File: src/rtl/can_fault_pkg.sv
package can_fault_pkg;

  // Commands from control to datapath, already gated by bus-off.
  typedef struct packed {
    logic txUp;
    logic txDown;
    logic rxUp;
    logic rxDown;
    logic wipe;
  } cntCmd_t;

  typedef enum logic [2:0] {
    LEC_NONE  = 3'd0,
    LEC_STUFF = 3'd1,
    LEC_FORM  = 3'd2,
    LEC_ACK   = 3'd3,
    LEC_BIT1  = 3'd4,
    LEC_BIT0  = 3'd5,
    LEC_CRC   = 3'd6,
    LEC_IDLE  = 3'd7
  } lec_e;

endpackage

File: src/rtl/fault_datapath.sv
module fault_datapath
  import can_fault_pkg::*;
#(
  parameter int TEC_W       = 8,
  parameter int REC_W       = 8,
  parameter int REC_FIELD_W = 7,
  parameter int TX_STEP     = 8,
  parameter int RX_STEP     = 1,
  parameter int WARN_AT     = 96,
  parameter int PASS_ABOVE  = 127
) (
  input  logic                   clk,
  input  logic                   rstN,
  input  cntCmd_t                cmd,
  output logic [TEC_W-1:0]       tecQ,
  output logic [REC_FIELD_W-1:0] recField,
  output logic                   recPassive,
  output logic                   warnLvl,
  output logic                   passLvl,
  output logic                   txOver
);

  localparam int TSW       = TEC_W + 2;
  localparam int RSW       = REC_W + 2;
  localparam int TEC_MAX   = (1 << TEC_W) - 1;
  localparam int REC_MAX   = (1 << REC_W) - 1;
  localparam int FIELD_MAX = (1 << REC_FIELD_W) - 1;

  logic [REC_W-1:0] recQ;
  logic [TSW-1:0]   tecRaised, tecNext;
  logic [RSW-1:0]   recRaised, recNext;
  logic             rxOver;

  // Transmit counter: step up on error, one down on success.
  always_comb begin
    tecRaised = TSW'(tecQ) + (cmd.txUp ? TSW'(TX_STEP) : '0);
    tecNext   = (cmd.txDown && tecRaised != '0) ? tecRaised - TSW'(1) : tecRaised;
    txOver    = tecNext > TSW'(TEC_MAX);
  end

  // Receive counter: same rule, saturating at the top.
  always_comb begin
    recRaised = RSW'(recQ) + (cmd.rxUp ? RSW'(RX_STEP) : '0);
    recNext   = (cmd.rxDown && recRaised != '0) ? recRaised - RSW'(1) : recRaised;
    rxOver    = recNext > RSW'(REC_MAX);
  end

  always_ff @(posedge clk) begin
    if (!rstN) begin
      tecQ <= '0;
    end else if (cmd.wipe) begin
      tecQ <= '0;
    end else if (!txOver) begin
      tecQ <= tecNext[TEC_W-1:0];
    end
  end

  always_ff @(posedge clk) begin
    if (!rstN) begin
      recQ <= '0;
    end else if (cmd.wipe) begin
      recQ <= '0;
    end else if (rxOver) begin
      recQ <= '1;
    end else begin
      recQ <= recNext[REC_W-1:0];
    end
  end

  // Level decode of the counters.
  always_comb begin
    recPassive = 32'(recQ) > PASS_ABOVE;
    warnLvl    = (32'(tecQ) >= WARN_AT) || (32'(recQ) >= WARN_AT);
    passLvl    = recPassive || (32'(tecQ) > PASS_ABOVE);
    recField   = (32'(recQ) > FIELD_MAX) ? '1 : recQ[REC_FIELD_W-1:0];
  end

endmodule

File: src/rtl/fault_control.sv
module fault_control
  import can_fault_pkg::*;
#(
  parameter int LEC_W = 3
) (
  input  logic             clk,
  input  logic             rstN,
  input  logic             txErrStb,
  input  logic             rxErrStb,
  input  logic             txOkStb,
  input  logic             rxOkStb,
  input  logic             lecStb,
  input  logic [LEC_W-1:0] lecIn,
  input  logic             recoverStb,
  input  logic             hostWrStb,
  input  logic [LEC_W-1:0] hostWrLec,
  input  logic             hostRdStb,
  input  logic             txOver,
  input  logic             warnLvl,
  input  logic             passLvl,
  output cntCmd_t          cmd,
  output logic             busOffQ,
  output logic             txOkQ,
  output logic             rxOkQ,
  output logic [LEC_W-1:0] lecQ,
  output logic             chgPendQ
);

  logic       live;
  logic [2:0] flagsNow, flagsPrev;

  assign live = !busOffQ;

  always_comb begin
    cmd        = '0;
    cmd.txUp   = live && txErrStb;
    cmd.txDown = live && txOkStb;
    cmd.rxUp   = live && rxErrStb;
    cmd.rxDown = live && rxOkStb;
    cmd.wipe   = busOffQ && recoverStb;
  end

  always_ff @(posedge clk) begin
    if (!rstN) begin
      busOffQ <= 1'b0;
    end else if (cmd.wipe) begin
      busOffQ <= 1'b0;
    end else if (txOver) begin
      busOffQ <= 1'b1;
    end
  end

  always_ff @(posedge clk) begin
    if (!rstN) begin
      txOkQ <= 1'b0;
      rxOkQ <= 1'b0;
    end else begin
      if (live && txOkStb)  txOkQ <= 1'b1;
      else if (hostWrStb)   txOkQ <= 1'b0;
      if (live && rxOkStb)  rxOkQ <= 1'b1;
      else if (hostWrStb)   rxOkQ <= 1'b0;
    end
  end

  always_ff @(posedge clk) begin
    if (!rstN) begin
      lecQ <= LEC_W'(LEC_NONE);
    end else if (lecStb) begin
      lecQ <= lecIn;
    end else if (hostWrStb) begin
      lecQ <= hostWrLec;
    end
  end

  // Status-change detection on the three state flags.
  assign flagsNow = {busOffQ, warnLvl, passLvl};

  always_ff @(posedge clk) begin
    if (!rstN) begin
      flagsPrev <= '0;
      chgPendQ  <= 1'b0;
    end else begin
      flagsPrev <= flagsNow;
      if (flagsNow != flagsPrev) chgPendQ <= 1'b1;
      else if (hostRdStb)        chgPendQ <= 1'b0;
    end
  end

endmodule

File: src/rtl/can_fault_tracker.sv
module can_fault_tracker
  import can_fault_pkg::*;
#(
  parameter int TEC_W       = 8,
  parameter int REC_W       = 8,
  parameter int REC_FIELD_W = 7,
  parameter int TX_STEP     = 8,
  parameter int RX_STEP     = 1,
  parameter int WARN_AT     = 96,
  parameter int PASS_ABOVE  = 127,
  parameter int LEC_W       = 3,
  parameter int WORD_W      = 16
) (
  input  logic                           clk,
  input  logic                           rstN,
  input  logic                           txErrStb,
  input  logic                           rxErrStb,
  input  logic                           txOkStb,
  input  logic                           rxOkStb,
  input  logic                           lecStb,
  input  logic [LEC_W-1:0]               lecIn,
  input  logic                           recoverStb,
  input  logic                           hostWrStb,
  input  logic [LEC_W-1:0]               hostWrLec,
  input  logic                           hostRdStb,
  output logic [WORD_W-1:0]              statusWord,
  output logic [TEC_W+REC_FIELD_W:0]     errCntWord,
  output logic [WORD_W-1:0]              intIdWord,
  output logic                           irq
);

  localparam int STAT_USED = LEC_W + 5;

  cntCmd_t                cmd;
  logic [TEC_W-1:0]       tecQ;
  logic [REC_FIELD_W-1:0] recField;
  logic                   recPassive, warnLvl, passLvl, txOver;
  logic                   busOffQ, txOkQ, rxOkQ, chgPendQ;
  logic [LEC_W-1:0]       lecQ;

  fault_control #(.LEC_W(LEC_W)) i_control (
    .clk(clk), .rstN(rstN),
    .txErrStb(txErrStb), .rxErrStb(rxErrStb),
    .txOkStb(txOkStb), .rxOkStb(rxOkStb),
    .lecStb(lecStb), .lecIn(lecIn),
    .recoverStb(recoverStb),
    .hostWrStb(hostWrStb), .hostWrLec(hostWrLec),
    .hostRdStb(hostRdStb),
    .txOver(txOver), .warnLvl(warnLvl), .passLvl(passLvl),
    .cmd(cmd), .busOffQ(busOffQ), .txOkQ(txOkQ), .rxOkQ(rxOkQ),
    .lecQ(lecQ), .chgPendQ(chgPendQ)
  );

  fault_datapath #(
    .TEC_W(TEC_W), .REC_W(REC_W), .REC_FIELD_W(REC_FIELD_W),
    .TX_STEP(TX_STEP), .RX_STEP(RX_STEP),
    .WARN_AT(WARN_AT), .PASS_ABOVE(PASS_ABOVE)
  ) i_datapath (
    .clk(clk), .rstN(rstN), .cmd(cmd),
    .tecQ(tecQ), .recField(recField), .recPassive(recPassive),
    .warnLvl(warnLvl), .passLvl(passLvl), .txOver(txOver)
  );

  // Bus-off must stay the top bit of the status byte: the flags sit
  // just above the two success bits and the last-error field.
  assign statusWord = {{(WORD_W-STAT_USED){1'b0}},
                       busOffQ, warnLvl, passLvl, rxOkQ, txOkQ, lecQ};
  assign errCntWord = {recPassive, recField, tecQ};
  assign intIdWord  = {chgPendQ, {(WORD_W-1){1'b0}}};
  assign irq        = chgPendQ;

endmodule

File: config.mk
export PLATFORM = sky130hd
export DESIGN_NAME = can_fault_tracker
export DESIGN_NICKNAME = d
export VERILOG_FILES = /design/src/rtl/can_fault_pkg.sv /design/src/rtl/fault_datapath.sv /design/src/rtl/fault_control.sv /design/src/rtl/can_fault_tracker.sv
export SDC_FILE = /design/constraint.sdc
export NUM_CORES = 1
export LEC_CHECK = 0
export ABC_AREA = 0
export CORE_ASPECT_RATIO = 1.25
export CORE_MARGIN = 3
export CORE_UTILIZATION = 45
export CTS_CLUSTER_SIZE = 28
export DETAILED_ROUTE_END_ITERATION = 10
export DONT_BUFFER_PORTS = 1
export GPL_TIMING_DRIVEN = 0
export PLACE_DENSITY_LB_ADDON = 0.05
export SETUP_SLACK_MARGIN = 0.05
export SKIP_CTS_REPAIR_TIMING = 1
export SYNTH_ARGS = -nofsm -noshare
export SYNTH_HDL_FRONTEND = slang
export SYNTH_SLANG_ARGS = --single-unit
File: constraint.sdc
create_clock -name clk -period 7.64 [get_ports clk]
set_clock_uncertainty 0.1 [all_clocks]
set_input_delay 1.528 -clock clk [delete_from_list [all_inputs] [get_ports clk]]
set_output_delay 1.528 -clock clk [all_outputs]
set_load 0.005 [all_outputs]
# Word-level counts from Yosys, hierarchy flattened
# Cells that the tools add are included.
# word_totals
reg_bits,26
inputBits,16
out_inout_bits,49
word_cells,50
# classes
n_addsub,4
order_cmp,6
n_eq_ne,1
n_mux,13
n_bitwise,1
n_reduce_logical,17
# op_table
operator,n
$add 8x10->10,2
$gt 10x8->1 const B,2
$mux 10,2
$reduce_bool 10->1,2
$sub 10x1->10 const B,2
$ge 8x7->1 const B,2
$gt 8x7->1 const B,2
$mux 8,1
$reduce_bool 2->1,4
$logic_and 1x1->1,7
$mux 7,1
$mux 1,6
$mux 3,2
$mux 4,1
$ne 3x3->1,1
$logic_or 1x1->1,2
$reduce_or 2->1,1
$logic_not 1->1,1
$not 1->1,1

# Depth between registers and ports, before layout
# logic_depth
ltp_word,9
depth_mapped,12
depth_no_buf,10

# Hierarchy
# A second synthesis with hierarchy kept.
# hier_totals
hier_cells,263
hier_area_um2,2228.4
# by_module_without_submodules
mod,n_inst,cells_per_inst,area_each_um2,seq_area_each_um2
fault_datapath,1,193,1570.3,320.3
fault_control,1,39,429.2,200.2
can_fault_tracker,1,31,229.0,0.0

# Worst setup path before layout
# Ideal clock, no wire load.
# synth_timing
path_type,input-to-reg
from,input rxErrStb
to,register i_datapath.recQ[1]
setup_time_ps,70
arrival_ps,3958
required_ps,7470
setup_slack_ps,3511
stages,11
path_buffers,1
cell_sequence,nor2b_1 > ha_1 > buf_2 > xnor2_1 > ha_1 > or3b_2 > a211oi_1 > o22ai_2 > nand2b_1 > mux2_2 > a21oi_1
# synth_between
elab_chain_cells,8
elab_cells_between_ends,9
classes_between,2 x add/sub; 1 x order compare; 3 x mux; 3 x reduce/logical
# synth_rtl
element,line_no,text
"start, declared",can_fault_tracker.sv:17,"input logic rxErrStb,"
$logic_and 1x1->1 *,fault_control.sv:38,cmd.rxUp = live && rxErrStb;
$mux 1 *,fault_datapath.sv:43,recRaised = RSW'(recQ) + (cmd.rxUp ? RSW'(RX_STEP) : '0);
$add 8x10->10 *,fault_datapath.sv:43,
branches (longest 2 deep; another with $sub 10x1->10),-,
$mux 10 *,fault_datapath.sv:44,recNext = (cmd.rxDown && recRaised != '0) ? recRaised - RSW'(1) : recRaised;
$gt 10x8->1,fault_datapath.sv:45,rxOver = recNext > RSW'(REC_MAX);
$mux 8 *,fault_datapath.sv:63,end else if (rxOver) begin
"end signal, assigned",fault_datapath.sv:66,recQ <= recNext[REC_W-1:0];
"end, declared",fault_datapath.sv:29,logic [REC_W-1:0] recQ;
# Every way passes the cells marked *.
# A chain may end at the register's enable or synchronous reset.

# Worst setup path in the final report
# Same ends and word-level chain as after synthesis.

==> impl_metrics.toml <==
[layout]
antenna_cells = 0
multi_input_area_mm2 = 0.00133
fill_cells = 449
nets = 306
post-route-util_pct = 52.0
areaGrowthSynthToFinish_pct = 10.9
layout-drive-gt1-share_pct = 20.9
register_area_um2 = 520

[status]
status = "finished clean"

[logic_synthesis]
netlist_area_mm2 = 0.00208
synth_flop_cell = "dfxtp_1"
ys_seq_elements = 26
yosys.area.top_type = "dfxtp_1"
synth-async-reset-ratio_pct = 0
seq_area_frac_synth_pct = 25.1
yosys.area.top_type_share_pct = 25.1
synthMostInstantiatedCell = "buf_4"
yosysWarnings = 0
synth_edf_count = 0
syn_inst = 256
synth_commonest_cells = "31 x buf_4, 26 x dfxtp_1, 18 x xnor2_1"
ys_types = 53
syn_avg_cell_area_um2 = 8.11
synth.top_cells.by_area = "dfxtp_1 25%, buf_4 11%, xnor2_1 7.6%, ha_1 4.2%, a21oi_1 3.4%"

[power]
p_sw_mw = 0.352
clkPwrFrac_pct = 14.0
internal-power_mw = 0.474
p_seq_share_pct = 27.1
combPwrFrac_pct = 58.8
switching_share_pct = 42.6
p_leak_nw = 0.985
vdd_ir_drop_max_mv = 0.219
power_density_mw_per_mm2 = 359

[grt]
gr-usage-met3_pct = 2.19
grtUsageTotal_pct = 16.2
grt_pass1_vias = 1545
antenna_found_initial = 0
grt_max_degree = 16
grt_pass1_wl_um = 7010
grt_overflow = 0
grt.met1_usage_pct = 20.1
grt-busiest-layer = "met2"
grt_util_met2_pct = 28.4

[sta]
finalCritPeriodShare_pct = 54.6
rsz0062_at_grt = "false"
finalCriticalPeriod_ps = 4170
drv_slew = 0
final-hold-violation-count = 0
setup_viol = 0
finalSetupTns_ps = 0
fmax_ghz = 0.240

[clock_tree]
tritoncts = "done"
clkSlewWorstSetupHoldPaths_ps = 100
clock-sinks = 26
cts_root_buf = "clkbuf_8"
htreeDepth = 1
clk_path_buf_depth = 2
cts_made_buffers = 3
clock_latency_ps = 270

[floorplanning]
die_h_um = 82.0
dieWidth_um = 66.8
io_pins = 65
dieArea_mm2 = 0.00547
start_util_pct = 46.9
core_area_mm2 = 0.00443
rows = 27

[placement]
place_congestion = 0.828
io_buffers = 0
dp_hpwl_um = 3560

[routing]
detail_route.first_pass.iterations = 4
via_count = 1727
wl_um = 4500
route.detailed.drc = 0
antenna_left = 0
vias_per_cell = 5.08
wl_per_cell_um = 13.2
dr.first_iter.drc_count = 125

[run]
maxCapViolCount = 0

[critical_path]
cp_max_fo = 10
critPathLaunchType = "primary input"
rr_worst_depth = 12
crit_arrival_ps = 4280
worstPathRequired_ps = 7750
endpoint_kind = "register"
criticalPathCategory = "in2reg"

[min_path]
hold_path_depth = 2
hp-class = "reg2reg"
flip-flops by register name, summed over array words and instances (netlist names):
register	count
i_control.flagsPrev	3
i_control.txOkQ	1
i_datapath.recQ	8
i_control.rxOkQ	1
i_control.lecQ	3
i_control.busOffQ	1
i_control.chgPendQ	1
i_datapath.tecQ	8
layout make-up:
cell class              count  share of cell area, %
plain buffers              43                   12.4
clock buffers               3                   1.79
clock inverters             1                   1.30
inverters                   7                   1.14
multi-input cells         202                   57.6
flip-flops and latches     26                   22.6
well taps                  58                   3.15
worst paths after layout:
path,slack (ps),start,to
worst max-delay path,3470,rxErrStb,i_datapath.recQ[1]$_SDFF_PP0_
worst min-delay path,380,i_control.txOkQ$_SDFFE_PN0P_,i_control.txOkQ$_SDFFE_PN0P_
worst max register to register,4170,i_control.busOffQ$_SDFFE_PP0N_,i_datapath.recQ[1]$_SDFF_PP0_
worst min register to register,380,i_control.txOkQ$_SDFFE_PN0P_,i_control.txOkQ$_SDFFE_PN0P_
metal layers:
metal,routed length [um],vias up
met5,0,-
met4,43,0
met3,206,4
met2,2280,43
met1,1980,792
li1,-,888
cell families after synthesis:
family	after synthesis	synth area share (%)
AOI/OAI and AO/OA	47	15.9
xor gates and xnor gates	24	10.1
adders and majority gates	7	4.22
buffers and inverters	50	15.0
DFF	26	25.1
muxes	5	2.65
other	1	0.181
and+or+nand+nor	96	26.9
power groups by stage:
stage / Clock (mW) / Sequential [mW] / Combinational, mW
6_report: 0.116 / 0.224 / 0.486
5_1_grt: 0.123 / 0.231 / 0.544
4_1_cts: 0.118 / 0.225 / 0.487
3_5_place_dp: 0 / 0.228 / 0.485
3_3_place_gp: 0 / 0.228 / 0.483
2_1_floorplan: 0 / 0.215 / 0.409
metrics by stage:
| step | worst slack (ps) | hold WS, ps | std cells | instance area, um^2 | power (mW) |
|---|---|---|---|---|---|
| floorplan | 3510 | 356 | 278 | 2160 | 0.624 |
| global placement | 3170 | 369 | 336 | 2230 | 0.710 |
| detailed placement | 3190 | 369 | 336 | 2230 | 0.713 |
| CTS | 3460 | 385 | 340 | 2300 | 0.830 |
| global route | 3150 | 405 | 340 | 2300 | 0.898 |
| finish | 3470 | 381 | 340 | 2300 | 0.826 |
cells in the final DEF (no fill, tap or decap), types with 4 or more instances in the layout:
master    instances
nand2b_1          9
or2_2             8
nand2_1          12
inv_1             7
a311oi_1          4
xor2_1            6
buf_2             5
buf_4            31
nor3_1            9
xnor2_1          18
a211oi_1          4
dfxtp_1          26
nor2b_1           6
conb_1           23
nor2_1           11
o21ai_0           7
nand4_1           4
and2_1            7
a21oi_1          14
clkbuf_1          6
nand3_1          13
ha_1              7
critical path, stage by stage:
cell and delay, ps:
nor2b_1 130, ha_1 190, buf_2 190, xnor2_1 280
ha_1 260, or3b_2 480, a211oi_1 390, o22ai_2 210
nand2b_1 160, mux2_2 340, a21oi_1 130
No activity file was read; power rests on OpenSTA's default activity.
